## config.mk

```make
export PLATFORM = sky130hd
export DESIGN_NAME = sd_fault_tolerant_adder
export DESIGN_NICKNAME = d
export VERILOG_FILES = /design/src/rtl/sd_fault_tolerant_adder.sv
export SDC_FILE = /design/constraint.sdc
export NUM_CORES = 1
export LEC_CHECK = 0
export ABC_AREA = 1
export CORE_MARGIN = 2
export CORE_UTILIZATION = 45
export CTS_BUF_LIST = sky130_fd_sc_hd__clkbuf_2 sky130_fd_sc_hd__clkbuf_4 sky130_fd_sc_hd__clkbuf_8
export DETAILED_ROUTE_END_ITERATION = 6
export PLACE_DENSITY = 0.78
export SYNTH_ARGS = -nofsm -noshare
export SYNTH_HDL_FRONTEND = slang
export SYNTH_SLANG_ARGS = --single-unit
export TNS_END_PERCENT = 50
```

## constraint.sdc

```tcl
create_clock -name clk -period 6.1 [get_ports clk]
set_clock_uncertainty 0.1 [all_clocks]
set_input_delay 0.915 -clock clk [delete_from_list [all_inputs] [get_ports clk]]
set_output_delay 0.915 -clock clk [all_outputs]
set_load 0.05 [all_outputs]
```

## src/rtl/sd_fault_tolerant_adder.sv

```systemverilog
module sd_fault_tolerant_adder #(
  parameter int N = 8
) (
  input  logic                         clk,
  input  logic                         rst_n,
  input  logic                         in_valid,
  output logic                         in_ready,
  input  logic [2*N-1:0]               op_a,
  input  logic [2*N-1:0]               op_b,
  input  logic                         deg_mode,
  output logic                         out_valid,
  input  logic                         out_ready,
  output logic [2*(N+1)-1:0]           sum,
  output logic                         err,
  output logic                         fault_found,
  output logic [$clog2(N+3)-1:0]       fault_slice,
  output logic [$clog2(N+2)-1:0]       valid_digits,
  input  logic                         inj_en,
  input  logic [$clog2(N+3)-1:0]       inj_slice,
  input  logic                         inj_bit,
  input  logic                         inj_val
);
  localparam int W  = N + 2;
  localparam int OW = N + 3;
  localparam int RD = N + 1;
  localparam int RB = 2 * RD;
  localparam int IW = $clog2(OW);
  localparam int VW = $clog2(RD + 1);

  typedef enum logic [2:0] {S_IDLE, S_PASS0, S_LOC1, S_LOC2, S_M1A, S_M1B, S_M2, S_OUT} st_t;
  st_t state;

  logic [2*N-1:0] a_q, b_q;
  logic [RB-1:0]  r0_q, r1_q, sum_q, res, maj, m1;
  logic           err_q, found_q, ill, perr;
  logic [IW-1:0]  idx_q, loc_k;
  logic [VW-1:0]  vd_q, vd2;
  logic [IW:0]    sh;
  logic [2*W-1:0] xa, xb, xal, xbl;
  logic [2*W+1:0] tv;
  logic [2*OW-1:0] sp, sf;

  function automatic int dv(logic [1:0] d);
    return int'(d[1]) - int'(d[0]);
  endfunction

  function automatic logic [1:0] enc(int v);
    return (v > 0) ? 2'b10 : (v < 0) ? 2'b01 : 2'b00;
  endfunction

  assign in_ready     = (state == S_IDLE);
  assign out_valid    = (state == S_OUT);
  assign sum          = sum_q;
  assign err          = err_q;
  assign fault_found  = found_q;
  assign fault_slice  = idx_q;
  assign valid_digits = vd_q;

  always_comb begin
    case (state)
      S_LOC1, S_M1A: sh = (IW+1)'(1);
      S_LOC2, S_M1B: sh = (IW+1)'(2);
      S_M2:          sh = {1'b0, idx_q} + (IW+1)'(1);
      default:       sh = '0;
    endcase
  end

  assign xa  = {4'b0000, a_q} << (2 * sh);
  assign xb  = {4'b0000, b_q} << (2 * sh);
  assign xal = {xa[2*W-3:0], 2'b00};
  assign xbl = {xb[2*W-3:0], 2'b00};

  always_comb begin
    logic [1:0] t, w, tin;
    logic lp;
    int p;
    tin = 2'b00;
    tv  = '0;
    sp  = '0;
    for (int i = 0; i < W; i++) begin
      p  = dv(xa[2*i+:2]) + dv(xb[2*i+:2]);
      lp = (xal[2*i+:2] != 2'b01) && (xbl[2*i+:2] != 2'b01);
      case (p)
        2:       begin t = 2'b10; w = 2'b00; end
        1:       begin t = lp ? 2'b10 : 2'b00; w = lp ? 2'b01 : 2'b10; end
        0:       begin t = 2'b00; w = 2'b00; end
        -1:      begin t = lp ? 2'b00 : 2'b01; w = lp ? 2'b01 : 2'b10; end
        default: begin t = 2'b01; w = 2'b00; end
      endcase
      sp[2*i+:2]      = enc(dv(w) + dv(tin));
      tv[2*(i+1)+:2]  = t;
      tin             = t;
    end
    sp[2*W+:2] = tin;
  end

  always_comb begin
    sf = sp;
    if (inj_en && int'(inj_slice) < OW)
      sf[2*int'(inj_slice) + int'(inj_bit)] = inj_val;
  end

  assign perr = (^xa) ^ (^xb) ^ (^tv) ^ (^sf);
  assign ill  = |((((a_q >> 1) & a_q) | ((b_q >> 1) & b_q)) & {N{2'b01}});
  assign res  = RB'(sf >> (2 * sh));
  assign maj  = (r0_q & r1_q) | (r0_q & res) | (r1_q & res);

  always_comb begin
    loc_k = '0;
    for (int j = RD - 1; j >= 0; j--)
      if (r0_q[2*j+:2] != maj[2*j+:2]) loc_k = IW'(j);
    for (int j = 0; j < RD; j++)
      m1[2*j+:2] = (int'(idx_q) == j + 1) ? res[2*j+:2] : r1_q[2*j+:2];
    if (int'(idx_q) >= N + 2)   vd2 = '0;
    else if (idx_q == '0)       vd2 = VW'(RD);
    else                        vd2 = VW'(N + 2 - int'(idx_q));
  end

  always_ff @(posedge clk) begin
    if (!rst_n) begin
      state   <= S_IDLE;
      a_q     <= '0;
      b_q     <= '0;
      r0_q    <= '0;
      r1_q    <= '0;
      sum_q   <= '0;
      err_q   <= 1'b0;
      found_q <= 1'b0;
      idx_q   <= '0;
      vd_q    <= VW'(RD);
    end else begin
      case (state)
        S_IDLE: if (in_valid) begin
          a_q   <= op_a;
          b_q   <= op_b;
          state <= !found_q ? S_PASS0 : (deg_mode ? S_M2 : S_M1A);
        end
        S_PASS0: begin
          vd_q <= VW'(RD);
          if (ill) begin
            sum_q <= res; err_q <= 1'b1; state <= S_OUT;
          end else if (perr) begin
            r0_q <= res; err_q <= 1'b1; state <= S_LOC1;
          end else begin
            sum_q <= res; err_q <= 1'b0; state <= S_OUT;
          end
        end
        S_LOC1: begin r1_q <= res; state <= S_LOC2; end
        S_LOC2: begin
          sum_q   <= maj;
          found_q <= 1'b1;
          idx_q   <= loc_k;
          state   <= S_OUT;
        end
        S_M1A: begin r1_q <= res; state <= S_M1B; end
        S_M1B: begin
          sum_q <= m1; err_q <= ill; vd_q <= VW'(RD); state <= S_OUT;
        end
        S_M2: begin
          sum_q <= res; err_q <= ill; vd_q <= vd2; state <= S_OUT;
        end
        S_OUT: if (out_ready) state <= S_IDLE;
        default: state <= S_IDLE;
      endcase
    end
  end
endmodule

```

==> flow_summary.yaml, run 1 <==
run_status:
  outcome: "complete, but fails checks"
  violations: "design-rule violations, negative setup slack"
cts:
  cts_tree: "built"
  postCtsHoldBufs: 0
  cts_sinks: 99
  cts.clk_slew.worst_paths_ps: 120
  worstSkewPairLatency_ps: 400
  clockBufferDepth: 2
  cts_root_buffer: "clkbuf_8"
  htreeDepth: 3
  cts_buffers: 9
synth:
  synthTopCellsByArea: "dfxtp_1 (19%), nand2_1 (19%), inv_1 (9.1%), o21ai_0 (8.7%), ha_1 (6.8%)"
  synthFlopType: "dfxtp_1"
  synth_edf_count: 0
  ys_seq_elements: 99
  yosys_warnings: 0
  yosys.cell_types.count: 53
  synth.largest_area_cell: "dfxtp_1"
  syn_avg_cell_area_um2: 5.869
  yosys.area.top_type_share_pct: 18.84
  ys_seq_area_share_pct: 18.84
  syn_nets: 1913
  async_reset_ff_share_pct: 0
  synthCells: 1792
  synth_area_mm2: 0.01052
detailed_routing:
  wl_met1_um: 15930
  drcViolationCount: 20
  wl_met3_um: 3082
  drt_iter0_drc: 1382
  met2_length_um: 17190
  vias_per_cell: 5.498
  dr_total_vias: 13120
  firstDrtPassIters: 7
  dr.max_layer_used: "met4"
  wl_um: 37270
  post_drt_wl_per_cell_um: 15.62
  ant_nets: 0
placed_design:
  pre_cts_ws_ps: -370.9
  dp_hpwl_um: 27490
  gp_congestion: 1.006
  place_inst: 2315
  port_buffers: 73
finish:
  diodes: 0
  finalNetCount: 2189
  areaGrowthSynthToFinish_pct: 38.71
  final_cells: 2386
  drive_above_1_share_pct: 24.65
setup_path:
  r2r-end: "r0_q[11]"
  start_kind: "register"
  crit_path_end: "r0_q[11]"
  rr_worst_depth: 43
  critical_path.top_delay_family: "adder cells"
  end_kind: "register"
  cp_common_cell: "nand2_1"
  critical_path_class: "register to register"
  slowest_delay_ps: 520
  cp.arrival_ps: 6470
  crit_start: "state[2]"
  path_max_fanout: 7
  cp_num_buf_inv: 14
  slowest_stage: "fa_2"
  rrSetupSlack_ps: -180
  reg2reg_from: "state[2]"
  path_depth: 43
  required_ps: 6290
global_routing:
  grt_overflow: 0
  antenna_found_initial: 0
  grt_pass1_vias: 12170
  grt_max_degree: 85
  grt_pass1_wl_um: 58740
  track_usage_pct: 29.48
die:
  num_rows: 55
  die_area_mm2: 0.02461
  die_h_um: 156.9
  start_util_pct: 46.17
  die_w_um: 156.9
  core_area_mm2: 0.02278
  io_pins: 74
timing:
  fin_ws_ps: -180.9
  slew_violations: 0
  hold_viol: 0
  setup_viol: 42
  maxSlewHeadroom_pct: 50.09
  grt_setup_unrepaired: "true"
  finalCritPeriodShare_pct: 103.0
  worst_pin_slew_ps: 748.6
  clock.fmax_ghz: 0.1592
  min_period_ps: 6281
flow_run:
  max-cap-violations: 0
hold_path:
  min_from: "sum[15]"
  hp-class: "register to register"
## final cells by class
cell class                      count  area, um2
Clock buffer                        9      123.9
Clock inverter                      7      68.82
Fill cell                        2011       8189
Inverter                          271       1037
Multi-Input combinational cell   1359       8035
Sequential cell                    99       2002
Tap cell                          313      391.6
Timing Repair Buffer              328       2930
## how the worst min path moves through the flow
stage | to | slack (ps) | depth (start not counted)
CTS | r0_q[17] | 370 | 2
detailed placement | sum[15] | 360 | 2
global route | sum[15] | 400 | 2
floorplan | r0_q[17] | 330 | 2
global placement | r0_q[3] | 350 | 2
finish | sum[15] | 370 | 2
## logic make-up (layout without fill, tap and decap cells)
logic type	after synthesis	count (layout)	synth area share (%)
simple gates	840	842	34.11
compound gates	420	420	22.12
buf+inv	336	615	12.67
flops	99	99	18.84
fa+ha+maj	77	77	10.59
xor+xnor	19	19	1.582
mux	1	1	0.09517
## metal layers
metal | track usage, % | vias to the layer above
li1 | - | 6390
met1 | 38.65 | 6032
met2 | 49.48 | 602
met3 | 4.874 | 95
met4 | 9.087 | 0
met5 | 0 | -
## metrics by stage
stage / instance area [um2] / TNS [ps] / hold WS [ps] / utilization [%]
after floorplan: 10590 / 0 / 334.5 / -
after global placement: 12960 / -1020 / 350.3 / 56.91
after detailed placement: 12960 / -7107 / 358.6 / 56.91
after CTS: 13900 / -19.31 / 375.0 / 61.01
after global routing: 14590 / -22600 / 395.5 / 64.05
final: 14590 / -4370 / 372.2 / 64.05
## flip-flops by register name, indices dropped and copies added (netlist names)
| name | flops |
|---|---|
| sum | 18 |
| err | 1 |
| valid_digits | 4 |
| r1_q | 18 |
| fault_found | 1 |
| r0_q | 18 |
| a_q | 16 |
| state | 3 |
| fault_slice | 4 |
| b_q | 16 |
## synthesized netlist by cell type (all sizes together) (3+ instances only)
| cell | count |
|---|---|
| a31oi | 5 |
| fa | 20 |
| o21bai | 11 |
| a22oi | 4 |
| xnor2 | 15 |
| ha | 57 |
| nand4 | 18 |
| xor2 | 4 |
| o211ai | 13 |
| o21ai | 193 |
| buf | 27 |
| o2111ai | 3 |
| nand3 | 138 |
| nand2 | 530 |
| a21boi | 3 |
| nor2 | 132 |
| a31o | 3 |
| nand3b | 7 |
| o22ai | 18 |
| a211oi | 3 |
| inv | 269 |
| clkbuf | 38 |
| a21oi | 150 |
| dfxtp | 99 |
| o221ai | 5 |
| nor3 | 10 |
## worst register-to-register path: cells and delay by family (launching register included)
kind | cells | cell delay [ps]
adders and majority gates | 6 | 1820
buffers and inverters | 14 | 1510
and+or+nand+nor | 15 | 1290
AOI/OAI and AO/OA | 8 | 1110
DFF | 1 | 370
## cells in the final DEF (no fill, tap or decap), drive strengths merged, types with 5 or more instances in the layout
cell,count
nor3,10
xnor2,15
nand2,530
inv,273
o221ai,5
nand4,18
a31oi,5
nor2,133
buf,253
nand3,139
o211ai,13
clkdlybuf4s50,72
a21oi,150
nand3b,7
ha,57
fa,20
o21bai,11
dfxtp,99
clkbuf,12
o22ai,18
o21ai,193
## repair_timing
item / in CTS / in global routing
setup buffers: 28 / 20
pin swaps: 46 / 39
cloned: 5 / 5
setup endpoints to repair: 42 / 48
gates resized for setup: 131 / 136
Power of run 1 is not shown: default switching activity piles up to over one toggle a cycle in this logic, so the estimate is an artifact.
==> run 2: changes to the inputs <==
--- a/config.mk
+++ b/config.mk
@@ -10,7 +10,9 @@
 export CORE_UTILIZATION = 45
 export CTS_BUF_LIST = sky130_fd_sc_hd__clkbuf_2 sky130_fd_sc_hd__clkbuf_4 sky130_fd_sc_hd__clkbuf_8
 export DETAILED_ROUTE_END_ITERATION = 6
+export GPL_TIMING_DRIVEN = 0
 export PLACE_DENSITY = 0.78
+export SLEW_MARGIN = 20
 export SYNTH_ARGS = -nofsm -noshare
 export SYNTH_HDL_FRONTEND = slang
 export SYNTH_SLANG_ARGS = --single-unit
==> run 2 against run 1 <==
The run ends with negative setup slack left. Worst hold slack better by 0.95 ps. Critical endpoint is now sum[12]. Sequential share of layout area increased by 0.99 points. Core utilization fell by 4.3 points. Global-route usage increased by 0.86 points. Maximum frequency is 3.8% lower. Flip-flop and latch count unchanged. Final area fell by 6.7%. Cell count down 5.2%.
==> flow_summary.yaml, run 2 (synthesized netlist as in run 1, its figures left out) <==
timing:
  worst_pin_slew_ps: 785.3
  min_period_ps: 6527
  fin_tns_setup_ps: -15220
  grt_setup_unrepaired: "true"
  fin_hold_ws_ps: 373.1
  fin_ws_ps: -427.1
  maxSlewHeadroom_pct: 47.64
  finalCritPeriodShare_pct: 107.0
  setup_viol: 43
  hold_viol: 0
  slew_violations: 0
  clock.fmax_ghz: 0.1532
hold_path:
  hp-class: "register to register"
finish:
  layout_common_cells: "nand2_1 (472), inv_1 (232), a21oi_1 (120)"
  multi_input_area_mm2: 0.008115
  regArea_mm2: 0.002003
  num-fill-cells: 2121
  final_cells: 2262
  areaGrowthSynthToFinish_pct: 29.44
  drive_above_1_share_pct: 19.60
  finalNetCount: 2065
  diodes: 0
  final_common_cell: "nand2_1"
run_status:
  violations: "negative setup slack"
  outcome: "complete, but fails checks"
global_routing:
  track_usage_pct: 30.33
  grt_pass1_wl_um: 59170
  grt_overflow: 0
  antenna_found_initial: 0
  grt_max_degree: 19
  grt_pass1_vias: 11670
die:
  core_area_mm2: 0.02278
  die_h_um: 156.9
  die_w_um: 156.9
  die_area_mm2: 0.02461
  start_util_pct: 46.17
  num_rows: 55
  io_pins: 74
cts:
  cts.clk_slew.worst_paths_ps: 120
  cts_buffers: 9
  postCtsHoldBufs: 0
  clockBufferDepth: 2
  cts_root_buffer: "clkbuf_8"
  worstSkewPairLatency_ps: 410
  cts_sinks: 99
  cts_tree: "built"
  htreeDepth: 3
detailed_routing:
  firstDrtPassIters: 6
  dr_total_vias: 12600
  dr.max_layer_used: "met4"
  post_drt_wl_per_cell_um: 16.89
  wl_met1_um: 16640
  drcViolationCount: 0
  drt_iter0_drc: 1148
  met2_length_um: 17250
  wl_met3_um: 2775
  wl_um: 38200
  vias_per_cell: 5.570
  ant_nets: 0
placed_design:
  place_inst: 2178
  port_buffers: 72
  dp_hpwl_um: 28780
  gp_congestion: 0.9735
setup_path:
  reg2reg_from: "state[0]"
  cp_num_buf_inv: 15
  end_kind: "register"
  cp.arrival_ps: 6780
  slowest_stage: "fa_2"
  rrSetupSlack_ps: -430
  critical_path.top_delay_family: "adder cells"
  r2r-end: "sum[12]"
  cp_common_cell: "nand2_1"
  start_kind: "register"
  path_max_fanout: 10
  rr_worst_depth: 46
  critical_path_class: "register to register"
  crit_start: "state[0]"
  slowest_delay_ps: 530
  required_ps: 6350
  crit_path_end: "sum[12]"
  path_depth: 46
flow_run:
  max-cap-violations: 0
[run 2: cell types whose count changed in the layout (fill, tap and decap cells not counted), sizes merged]
cell           change
inv                -2
clkdlybuf4s18      +1
clkinvlp           +1
clkbuf            +33
nor2               -1
nand3              -1
buf              -155
[run 2: tightest hold or removal path: stages (launching register included)]
cell,delay (ps)
dfxtp_1,330
nand2_2,60
a21oi_1,50
[run 2: area by class of cell]
cell class / instances / area share, %
Multi-Input combinational cell: 1357 / 59.61
Sequential cell: 99 / 14.71
Timing Repair Buffer: 141 / 9.815
Inverter: 271 / 7.674
Buffer: 65 / 3.933
Tap cell: 313 / 2.877
Clock buffer: 10 / 0.9650
Clock inverter: 6 / 0.4136
[run 2: per-stage QoR]
stage | area [um2] | worst slack (ps) | util [%]
after floorplan | 10590 | 5.066 | -
after global placement | 11700 | -1259 | 51.36
after detailed placement | 11710 | -1324 | 51.41
after CTS | 12690 | -478.1 | 55.71
after global routing | 13610 | -748.8 | 59.77
final | 13610 | -427.1 | 59.77
[run 2: worst min-delay path by stage]
stage	to	startpoint	slack, ps	depth (start not counted)
finish	sum[13]	sum[13]	370	2
global route	sum[17]	sum[17]	380	2
CTS	sum[13]	sum[13]	370	2
detailed placement	sum[15]	sum[15]	350	2
global placement	r0_q[13]	r0_q[13]	350	2
floorplan	r0_q[17]	r0_q[17]	330	2
[run 2: repair_timing]
item / CTS / global route
gates cloned: 0 / 1
gates resized for setup: 181 / 186
pin swaps: 50 / 85
endpoints found under the setup margin: 60 / 60
setup buffers: 36 / 31
[run 2: per-layer routing]
| layer | vias up | GRT usage [%] |
|---|---|---|
| li1 | 6137 | - |
| met3 | 100 | 4.652 |
| met1 | 5833 | 39.97 |
| met4 | 0 | 14.42 |
| met5 | - | 0 |
| met2 | 530 | 48.54 |
Power of run 2 is left out for the same reason.
==> run 3: changes to the inputs <==
--- a/config.mk
+++ b/config.mk
@@ -12,7 +12,7 @@
 export DETAILED_ROUTE_END_ITERATION = 6
 export GPL_TIMING_DRIVEN = 0
 export PLACE_DENSITY = 0.78
-export SLEW_MARGIN = 20
+export SLEW_MARGIN = 40
 export SYNTH_ARGS = -nofsm -noshare
 export SYNTH_HDL_FRONTEND = slang
 export SYNTH_SLANG_ARGS = --single-unit
==> run 3 against run 2 <==
The flow still finishes with violations (negative setup slack). Critical path type unchanged. Final area grew 0.81%. Register-to-register slack got worse by 40 ps. Worst setup slack got worse by 39 ps. Largest cell class unchanged. Die area is the same. Worst hold slack got worse by 2.9 ps. Flip-flop and latch count stayed put. Routed wire length increased by 0.68%. Non-clock buffer count down 11. Core utilization up 0.48 points. Sequential share of layout area decreased by 0.12 points.
==> flow_summary.yaml, run 3 (synthesized netlist as in run 1, its figures left out) <==
setup_path:
  r2r-end: "sum[7]"
  end_kind: "register"
  required_ps: 6350
  slowest_stage: "fa_2"
  path_max_fanout: 6
  cp.arrival_ps: 6820
  rrSetupSlack_ps: -470
  crit_start: "fault_slice[0]"
  start_kind: "register"
  crit_path_end: "sum[7]"
  slowest_delay_ps: 540
  reg2reg_from: "fault_slice[0]"
  critical_path_class: "register to register"
  rr_worst_depth: 47
placed_design:
  port_buffers: 72
  place_inst: 2178
  dp_hpwl_um: 28800
  pre_cts_ws_ps: -1327
  gp_congestion: 0.9735
run_status:
  violations: "negative setup slack"
  outcome: "complete, but fails checks"
timing:
  fin_ws_ps: -466.5
  setup_viol: 43
  slew_violations: 0
  min_period_ps: 6567
  worst_pin_slew_ps: 857.3
  finalCritPeriodShare_pct: 107.6
  maxSlewHeadroom_pct: 42.84
  hold_viol: 0
  grt_setup_unrepaired: "true"
  clock.fmax_ghz: 0.1523
detailed_routing:
  vias_per_cell: 5.616
  wl_um: 38460
  post_drt_wl_per_cell_um: 17.09
  ant_nets: 0
  drt_iter0_drc: 1188
  drcViolationCount: 0
  firstDrtPassIters: 5
  dr_total_vias: 12640
finish:
  final_cells: 2251
  drive_above_1_share_pct: 20.85
  layout_common_cells: "nand2_1 (441), inv_1 (234), a21oi_1 (123)"
  areaGrowthSynthToFinish_pct: 30.49
  finalNetCount: 2054
  diodes: 0
  final_common_cell: "nand2_1"
die:
  core_area_mm2: 0.02278
  die_area_mm2: 0.02461
  io_pins: 74
  start_util_pct: 46.17
  num_rows: 55
  die_h_um: 156.9
  die_w_um: 156.9
global_routing:
  track_usage_pct: 29.93
  antenna_found_initial: 0
  grt_max_degree: 19
  grt_overflow: 0
  grt_pass1_wl_um: 58640
  grt_pass1_vias: 11620
cts:
  clockBufferDepth: 2
  cts_sinks: 99
  worstSkewPairLatency_ps: 410
  htreeDepth: 3
  cts.clk_slew.worst_paths_ps: 110
  cts_root_buffer: "clkbuf_8"
  cts_tree: "built"
  cts_buffers: 9
flow_run:
  max-cap-violations: 0
hold_path:
  hp-class: "register to register"
## run 3: cell count changes in the layout (fill, tap and decap cells not counted), sizes merged
cell      delta
clkinv       +1
buf         -12
clkinvlp     -1
clkbuf       +1
## run 3: critical path: cells and delay by family (launching register included)
kind / cells / cell delay (ps)
AND/OR/NAND/NOR: 19 / 1790
buffers and inverters: 16 / 1390
flip-flops: 1 / 420
AO/OA/AOI/OAI: 5 / 750
adder cells (fa/ha/maj): 7 / 2030
## run 3: routing by layer
| layer | vias up | GRT usage, % | part of all wire, % |
|---|---|---|---|
| li1 | 6119 | - | - |
| met1 | 5773 | 40.71 | 42 |
| met2 | 638 | 48.77 | 46 |
| met3 | 111 | 3.517 | 8.7 |
| met4 | 0 | 10.79 | 3.8 |
| met5 | - | 0 | 0 |
## run 3: how the worst min path moves through the flow
stage	start	endpoint	slack (ps)	cells past startpoint
2_1_floorplan	r0_q[17]	r0_q[17]	330	2
3_3_place_gp	r0_q[13]	r0_q[13]	350	2
3_5_place_dp	sum[15]	sum[15]	350	2
4_1_cts	sum[13]	sum[13]	370	2
5_1_grt	sum[17]	sum[17]	390	2
6_report	sum[13]	sum[13]	370	2
## run 3: final cells by class
cell class	instances	area, um2
buffer	65	523.0
clock buffer	10	131.4
clock inverter	6	56.30
fill	2153	9054
inverter	271	1052
multi-input combinational	1357	8290
sequential	99	2003
tap	313	391.6
timing repair buffer	130	1276
## run 3: through the flow
stage               util (%)  cell area [um2]  setup TNS [ps]  hold slack (ps)
global route           60.25            13720          -29930            386.7
detailed placement     51.43            11720          -57810            352.0
floorplan                  -            10590               0            334.5
CTS                    55.06            12540          -17660            374.4
global placement       51.36            11700          -55020            351.7
finish                 60.25            13720          -16890            370.2
## run 3: repair_timing
item / 4_1_cts / 5_1_grt
setup endpoints to repair: 60 / 60
resized for setup: 126 / 299
setup buffers: 27 / 28
pin swaps: 28 / 101
cloned: 3 / 2
hold buffers: 0 / 0
Power of run 3 is left out for the same reason.
